===== config.mk =====
export PLATFORM = sky130hd
export DESIGN_NAME = crt_byte_codec
export DESIGN_NICKNAME = d
export VERILOG_FILES = /design/src/rtl/crt_ring_pkg.sv /design/src/rtl/crt_cfg_fsm.sv /design/src/rtl/crt_encoder.sv /design/src/rtl/crt_decoder.sv /design/src/rtl/crt_byte_codec.sv
export SDC_FILE = /design/constraint.sdc
export NUM_CORES = 1
export LEC_CHECK = 0
export CAP_MARGIN = 5
export CORE_UTILIZATION = 49
export DETAILED_ROUTE_END_ITERATION = 6
export GPL_ROUTABILITY_DRIVEN = 0
export HOLD_SLACK_MARGIN = 0.06
export PLACE_DENSITY = 0.65
export SETUP_SLACK_MARGIN = 0.3
export SLEW_MARGIN = 20
export SYNTH_ARGS = -nofsm -noshare
export SYNTH_HDL_FRONTEND = slang
export SYNTH_SLANG_ARGS = --single-unit

===== constraint.sdc =====
create_clock -name clk -period 4.27 [get_ports clk]
set_clock_uncertainty 0.2 [all_clocks]
set_input_delay 0.854 -clock clk [delete_from_list [all_inputs] [get_ports clk]]
set_output_delay 0.854 -clock clk [all_outputs]
set_load 0.05 [all_outputs]

===== src/rtl/crt_ring_pkg.sv =====
`timescale 1ns/1ps
package crt_ring_pkg;
    localparam int unsigned SYM_W = 8;
    localparam int unsigned WORD_W = 2 * SYM_W;
    localparam logic [SYM_W:0] FIELD_POLY = 9'h11B;

    typedef logic [SYM_W-1:0] sym_t;

    typedef enum logic [2:0] {
        CFG_IDLE,
        CFG_POWER,
        CFG_FINISH,
        CFG_READY,
        CFG_FAULT
    } cfg_state_t;

    // Carry-less product reduced by FIELD_POLY
    function automatic sym_t gf_mul(input sym_t a, input sym_t b);
        sym_t acc;
        sym_t sh;
        acc = '0;
        sh = a;
        for (int i = 0; i < int'(SYM_W); i++) begin
            if (b[i]) acc = acc ^ sh;
            if (sh[SYM_W-1]) sh = (sh << 1) ^ FIELD_POLY[SYM_W-1:0];
            else sh = sh << 1;
        end
        return acc;
    endfunction
endpackage


===== src/rtl/crt_cfg_fsm.sv =====
`timescale 1ns/1ps
module crt_cfg_fsm
    import crt_ring_pkg::*;
(
    input  logic clk,
    input  logic rst_n,
    input  logic start,
    input  sym_t a1_in,
    input  sym_t a2_in,
    output logic busy,
    output logic ready,
    output logic error,
    output sym_t key_a1,
    output sym_t key_a2,
    output sym_t inv_hi,
    output sym_t i1_lo,
    output sym_t i2_lo
);
    localparam int unsigned IDX_W = $clog2(SYM_W);
    localparam logic [SYM_W-1:0] INV_EXP = SYM_W'((1 << SYM_W) - 2);

    cfg_state_t state_q, state_d;
    sym_t a1_q, a2_q, sum_q, acc_q, inv_q, i1lo_q, i2lo_q;
    logic [IDX_W-1:0] bit_idx_q;
    logic accept, bad_const;
    sym_t sq, step;

    assign bad_const = (a1_in == a2_in) || (a2_in == '0);
    assign accept = start && (state_q == CFG_IDLE || state_q == CFG_READY || state_q == CFG_FAULT);
    assign sq = gf_mul(acc_q, acc_q);
    assign step = INV_EXP[bit_idx_q] ? gf_mul(sq, sum_q) : sq;

    // state register
    always_ff @(posedge clk or negedge rst_n) begin
        if (!rst_n) state_q <= CFG_IDLE;
        else        state_q <= state_d;
    end

    // next state
    always_comb begin
        state_d = state_q;
        unique case (state_q)
            CFG_IDLE, CFG_READY, CFG_FAULT: begin
                if (start) state_d = bad_const ? CFG_FAULT : CFG_POWER;
            end
            CFG_POWER:  if (bit_idx_q == '0) state_d = CFG_FINISH;
            CFG_FINISH: state_d = CFG_READY;
            default:    state_d = CFG_IDLE;
        endcase
    end

    // datapath of the exponentiation
    always_ff @(posedge clk or negedge rst_n) begin
        if (!rst_n) begin
            a1_q <= '0; a2_q <= '0; sum_q <= '0; acc_q <= '0;
            inv_q <= '0; i1lo_q <= '0; i2lo_q <= '0; bit_idx_q <= '0;
        end else if (accept) begin
            a1_q <= a1_in;
            a2_q <= a2_in;
            sum_q <= a1_in ^ a2_in;
            acc_q <= sym_t'(1);
            bit_idx_q <= IDX_W'(SYM_W - 1);
        end else if (state_q == CFG_POWER) begin
            acc_q <= step;
            if (bit_idx_q != '0) bit_idx_q <= bit_idx_q - 1'b1;
        end else if (state_q == CFG_FINISH) begin
            inv_q  <= acc_q;
            i1lo_q <= gf_mul(a2_q, acc_q);
            i2lo_q <= gf_mul(a1_q, acc_q);
        end
    end

    // outputs
    always_comb begin
        busy  = (state_q == CFG_POWER) || (state_q == CFG_FINISH);
        ready = (state_q == CFG_READY);
        error = (state_q == CFG_FAULT);
        key_a1 = a1_q;
        key_a2 = a2_q;
        inv_hi = inv_q;
        i1_lo = i1lo_q;
        i2_lo = i2lo_q;
    end
endmodule


===== src/rtl/crt_encoder.sv =====
`timescale 1ns/1ps
module crt_encoder
    import crt_ring_pkg::*;
(
    input  logic              clk,
    input  logic              rst_n,
    input  logic              ready,
    input  logic              req,
    input  sym_t              xd,
    input  sym_t              xc,
    input  sym_t              inv_hi,
    input  sym_t              i1_lo,
    input  sym_t              i2_lo,
    output logic              out_valid,
    output logic [WORD_W-1:0] u
);
    sym_t hi_c, lo_c;
    assign hi_c = gf_mul(xd, inv_hi) ^ gf_mul(xc, inv_hi);
    assign lo_c = gf_mul(xd, i1_lo) ^ gf_mul(xc, i2_lo);

    always_ff @(posedge clk or negedge rst_n) begin
        if (!rst_n) begin
            out_valid <= 1'b0;
            u <= '0;
        end else begin
            out_valid <= req && ready;
            if (req && ready) u <= {hi_c, lo_c};
        end
    end
endmodule


===== src/rtl/crt_decoder.sv =====
`timescale 1ns/1ps
module crt_decoder
    import crt_ring_pkg::*;
(
    input  logic              clk,
    input  logic              rst_n,
    input  logic              ready,
    input  logic              req,
    input  logic [WORD_W-1:0] u,
    input  sym_t              a1,
    input  sym_t              a2,
    output logic              out_valid,
    output sym_t              xd,
    output sym_t              xc
);
    sym_t u_hi, u_lo;
    assign u_hi = u[WORD_W-1:SYM_W];
    assign u_lo = u[SYM_W-1:0];

    always_ff @(posedge clk or negedge rst_n) begin
        if (!rst_n) begin
            out_valid <= 1'b0;
            xd <= '0;
            xc <= '0;
        end else begin
            out_valid <= req && ready;
            if (req && ready) begin
                xd <= u_lo ^ gf_mul(u_hi, a1);
                xc <= u_lo ^ gf_mul(u_hi, a2);
            end
        end
    end
endmodule


===== src/rtl/crt_byte_codec.sv =====
`timescale 1ns/1ps
module crt_byte_codec
    import crt_ring_pkg::*;
(
    input  logic              clk,
    input  logic              rst_n,
    input  logic              cfg_start,
    input  logic [SYM_W-1:0]  cfg_a1,
    input  logic [SYM_W-1:0]  cfg_a2,
    output logic              cfg_busy,
    output logic              cfg_ready,
    output logic              cfg_error,
    input  logic              enc_valid,
    input  logic [SYM_W-1:0]  enc_xd,
    input  logic [SYM_W-1:0]  enc_xc,
    output logic              enc_out_valid,
    output logic [WORD_W-1:0] enc_u,
    input  logic              dec_valid,
    input  logic [WORD_W-1:0] dec_u,
    output logic              dec_out_valid,
    output logic [SYM_W-1:0]  dec_xd,
    output logic [SYM_W-1:0]  dec_xc
);
    sym_t key_a1, key_a2, inv_hi, i1_lo, i2_lo;

    crt_cfg_fsm cfg_i (
        .clk(clk), .rst_n(rst_n), .start(cfg_start),
        .a1_in(cfg_a1), .a2_in(cfg_a2),
        .busy(cfg_busy), .ready(cfg_ready), .error(cfg_error),
        .key_a1(key_a1), .key_a2(key_a2), .inv_hi(inv_hi),
        .i1_lo(i1_lo), .i2_lo(i2_lo)
    );

    crt_encoder enc_i (
        .clk(clk), .rst_n(rst_n), .ready(cfg_ready), .req(enc_valid),
        .xd(enc_xd), .xc(enc_xc), .inv_hi(inv_hi), .i1_lo(i1_lo), .i2_lo(i2_lo),
        .out_valid(enc_out_valid), .u(enc_u)
    );

    crt_decoder dec_i (
        .clk(clk), .rst_n(rst_n), .ready(cfg_ready), .req(dec_valid),
        .u(dec_u), .a1(key_a1), .a2(key_a2),
        .out_valid(dec_out_valid), .xd(dec_xd), .xc(dec_xc)
    );
endmodule


==> flow_metrics.tcl <==
set metrics [dict create \
    grt_pass1_vias 11400 \
    maxCapViolCount 0 \
    final_max_slew_viol_count 0 \
    max_freq_mhz 266 \
    outcome "finished with violations" \
    io_buffer_count 89 \
    drt-vias-per-instance 5.41 \
    finalCritPeriodShare 0.881 \
    numCtsBuffers 9 \
    tightest_slew_ns 0.975 \
    critPathKind "flip-flop to flip-flop" \
    hold_path.class "flip-flop to flip-flop" \
    drtAntennaViolNets 0 \
    layout_common_cells "xnor2_1, nand2_1, xor2_1, dfrtp_1, clkdlybuf4s50_1" \
    min_to "enc_i.u[8]" \
    critPathArrivalTime_ns 3.80 \
    syn2layout_area_growth_pct 11.8 \
    setup_viol 0 \
    end_kind "flip-flop" \
    syn_inst 1878 \
    synth_seq_cells 96 \
    avgSynthCellArea_sq_um 7.35 \
    start_kind "flip-flop" \
    die_y_um 170 \
    die_x_um 170 \
    drtIter0Drc 985 \
    rr_endpoint "cfg_i.acc_q[4]" \
    post-synth-top-area-fraction 0.300 \
    grt_pass1_wl_mm 61.3 \
    regToRegStartpoint "cfg_i.acc_q[6]" \
    first_pass_iters 7 \
    slew_headroom 0.349 \
    hold_viol 0 \
    htree_levels 3 \
    drive_gt1_frac 0.0765 \
    row_count 61 \
    dp_cells 2270 \
    track_usage 0.270 \
    antennaDiodeCount 0 \
    wl_per_cell_um 16.8 \
    grt_max_degree 69 \
    syn_nets 1934 \
    violations "design-rule violations" \
    dp_hpwl_mm 28.9 \
    coreArea_sq_um 27800 \
    tns_ns 0 \
    synth_area_leaders "xnor2_1, dfrtp_1, nand2_1, xor2_1, o21ai_0" \
    worstPathMaxFanout 22 \
    die-area_sq_um 28900 \
    period_minus_slack_ns 3.76 \
    clock-sinks 96 \
    synth_edf_count 0 \
    post_cts_buffers 0 \
    yosysWarnings 0 \
    place_area_sq_um 15100 \
    synth_cell_type_count 52 \
    cts.clk_slew.worst_paths_ns 0.07 \
    cts_resized 0 \
    rrSetupSlack_ns 0.51 \
    min_path_cells 2 \
    r2r_cells 11 \
    io_pins 90 \
    instances_no_fill 2286 \
    syn_area_sq_um 13800 \
    drt-total-wl_mm 38.5 \
    synth_area_leader_cell "xnor2_1" \
    cts_root_buffer "clkbuf_16" \
    start_util 0.497 \
    drc_errors 2 \
    synth_top_flop_cell "dfrtp_1" \
    clock_path_buffers 2 \
    required_ns 4.31 \
    nets 1959 \
    cts_tree "done" \
    final_common_cell "xnor2_1" \
    grt-ovfl-total 0 \
    clock_latency_ns 0.37 \
    min-delay-start "enc_i.u[8]" \
    rsz0062_at_grt "no" \
    async_flop_share 1.00 \
    antenna_found_initial 0 \
    fin_area_sq_um 15400 \
    vias 12400 \
    synth-seq-area-share 0.174 \
    cts_hold_buf 0 \
]
==> synthesized netlist by cell type, types with 2 or more instances <==
| cell | instances |
|---|---|
| a211oi_1 | 5 |
| a21o_1 | 3 |
| a21oi_1 | 79 |
| a22oi_1 | 30 |
| a2bb2oi_1 | 3 |
| a31oi_1 | 8 |
| a32o_1 | 3 |
| and2_1 | 3 |
| and3_1 | 2 |
| buf_1 | 20 |
| buf_2 | 19 |
| buf_6 | 3 |
| clkbuf_1 | 110 |
| dfrtp_1 | 96 |
| ha_1 | 3 |
| inv_1 | 38 |
| mux2_2 | 29 |
| mux2i_1 | 23 |
| nand2_1 | 462 |
| nand2b_1 | 9 |
| nand3_1 | 19 |
| nand3b_1 | 2 |
| nand4_1 | 2 |
| nor2_1 | 78 |
| nor2b_1 | 14 |
| nor3_1 | 8 |
| nor4_1 | 2 |
| o211ai_1 | 13 |
| o21ai_0 | 83 |
| o21ai_1 | 8 |
| o221ai_1 | 12 |
| o22a_1 | 4 |
| o22ai_1 | 32 |
| o31ai_1 | 2 |
| or2_2 | 4 |
| or3_1 | 2 |
| xnor2_1 | 473 |
| xnor2_2 | 6 |
| xnor3_1 | 10 |
| xor2_1 | 137 |
| xor2_2 | 6 |
| xor3_1 | 3 |
==> layer usage <==
layer | global-route usage | vias to the layer above | wire [um]
met1 | 0.362 | 5759 | 17400
met3 | 0.0247 | 77 | 1930
met2 | 0.446 | 444 | 17800
met4 | 0.109 | 0 | 1320
met5 | 0 | - | 0
li1 | - | 6078 | -
==> cell families (layout without fill, tap and decap cells) <==
| kind of cell | after synthesis | after routing | share of synthesized area |
|---|---|---|---|
| xor+xnor | 635 | 635 | 0.423 |
| simple gates | 607 | 607 | 0.175 |
| compound gates | 293 | 293 | 0.129 |
| buf+inv | 192 | 222 | 0.0566 |
| flops | 96 | 96 | 0.174 |
| mux | 52 | 52 | 0.0403 |
| fa+ha+maj | 3 | 3 | 0.00272 |
==> critical path, cell delays in order (launching register included) <==
cell      delay, ns
dfrtp_1        0.56
buf_4          0.22
buf_4          0.27
inv_1          0.10
nor3_1         0.35
a211oi_4       0.12
xnor2_1        0.59
mux2_2         0.42
xnor3_1        0.39
xor2_1         0.18
xnor2_1        0.17
o21ai_1        0.08
==> how the worst max path moves through the flow <==
stage                         startpoint              to  slack [ns]  depth (start not counted)
final                     cfg_i.acc_q[6]  cfg_i.acc_q[4]        0.51                         11
after global routing      cfg_i.acc_q[0]  cfg_i.acc_q[4]        0.37                         11
after CTS                 cfg_i.acc_q[6]  cfg_i.acc_q[4]        0.58                         11
after detailed placement       enc_xc[7]     enc_i.u[12]        0.34                         10
after global placement         enc_xc[7]     enc_i.u[12]        0.38                         10
after floorplan           cfg_i.acc_q[0]  cfg_i.acc_q[3]        0.94                         12
==> per-stage QoR <==
stage	hold WS, ns	setup WS, ns	util
2_1_floorplan	0.261	0.944	-
3_3_place_gp	0.262	0.378	0.545
3_5_place_dp	0.270	0.336	0.545
4_1_cts	0.288	0.583	0.556
5_1_grt	0.296	0.370	0.556
6_report	0.279	0.507	0.556
==> state kept, by name (all words and copies together) (netlist names), 8 cells and up <==
register	cells
cfg_i.i2_lo	8
cfg_i.acc_q	8
enc_i.u	16
cfg_i.i1_lo	8
dec_i.xd	8
cfg_i.key_a1	8
cfg_i.inv_hi	8
cfg_i.key_a2	8
dec_i.xc	8
cfg_i.sum_q	8
==> final cells by class <==
class | count | area [sq um]
well taps | 378 | 473
repair buffers | 168 | 1480
fillers | 2699 | 12300
multi-input cells | 1590 | 10600
flip-flops and latches | 96 | 2400
inverters | 38 | 143
clock buffers | 9 | 225
clock inverters | 7 | 88.8
Power is not shown: default switching activity piles up to over one toggle a cycle in this logic, so the estimate is an artifact.
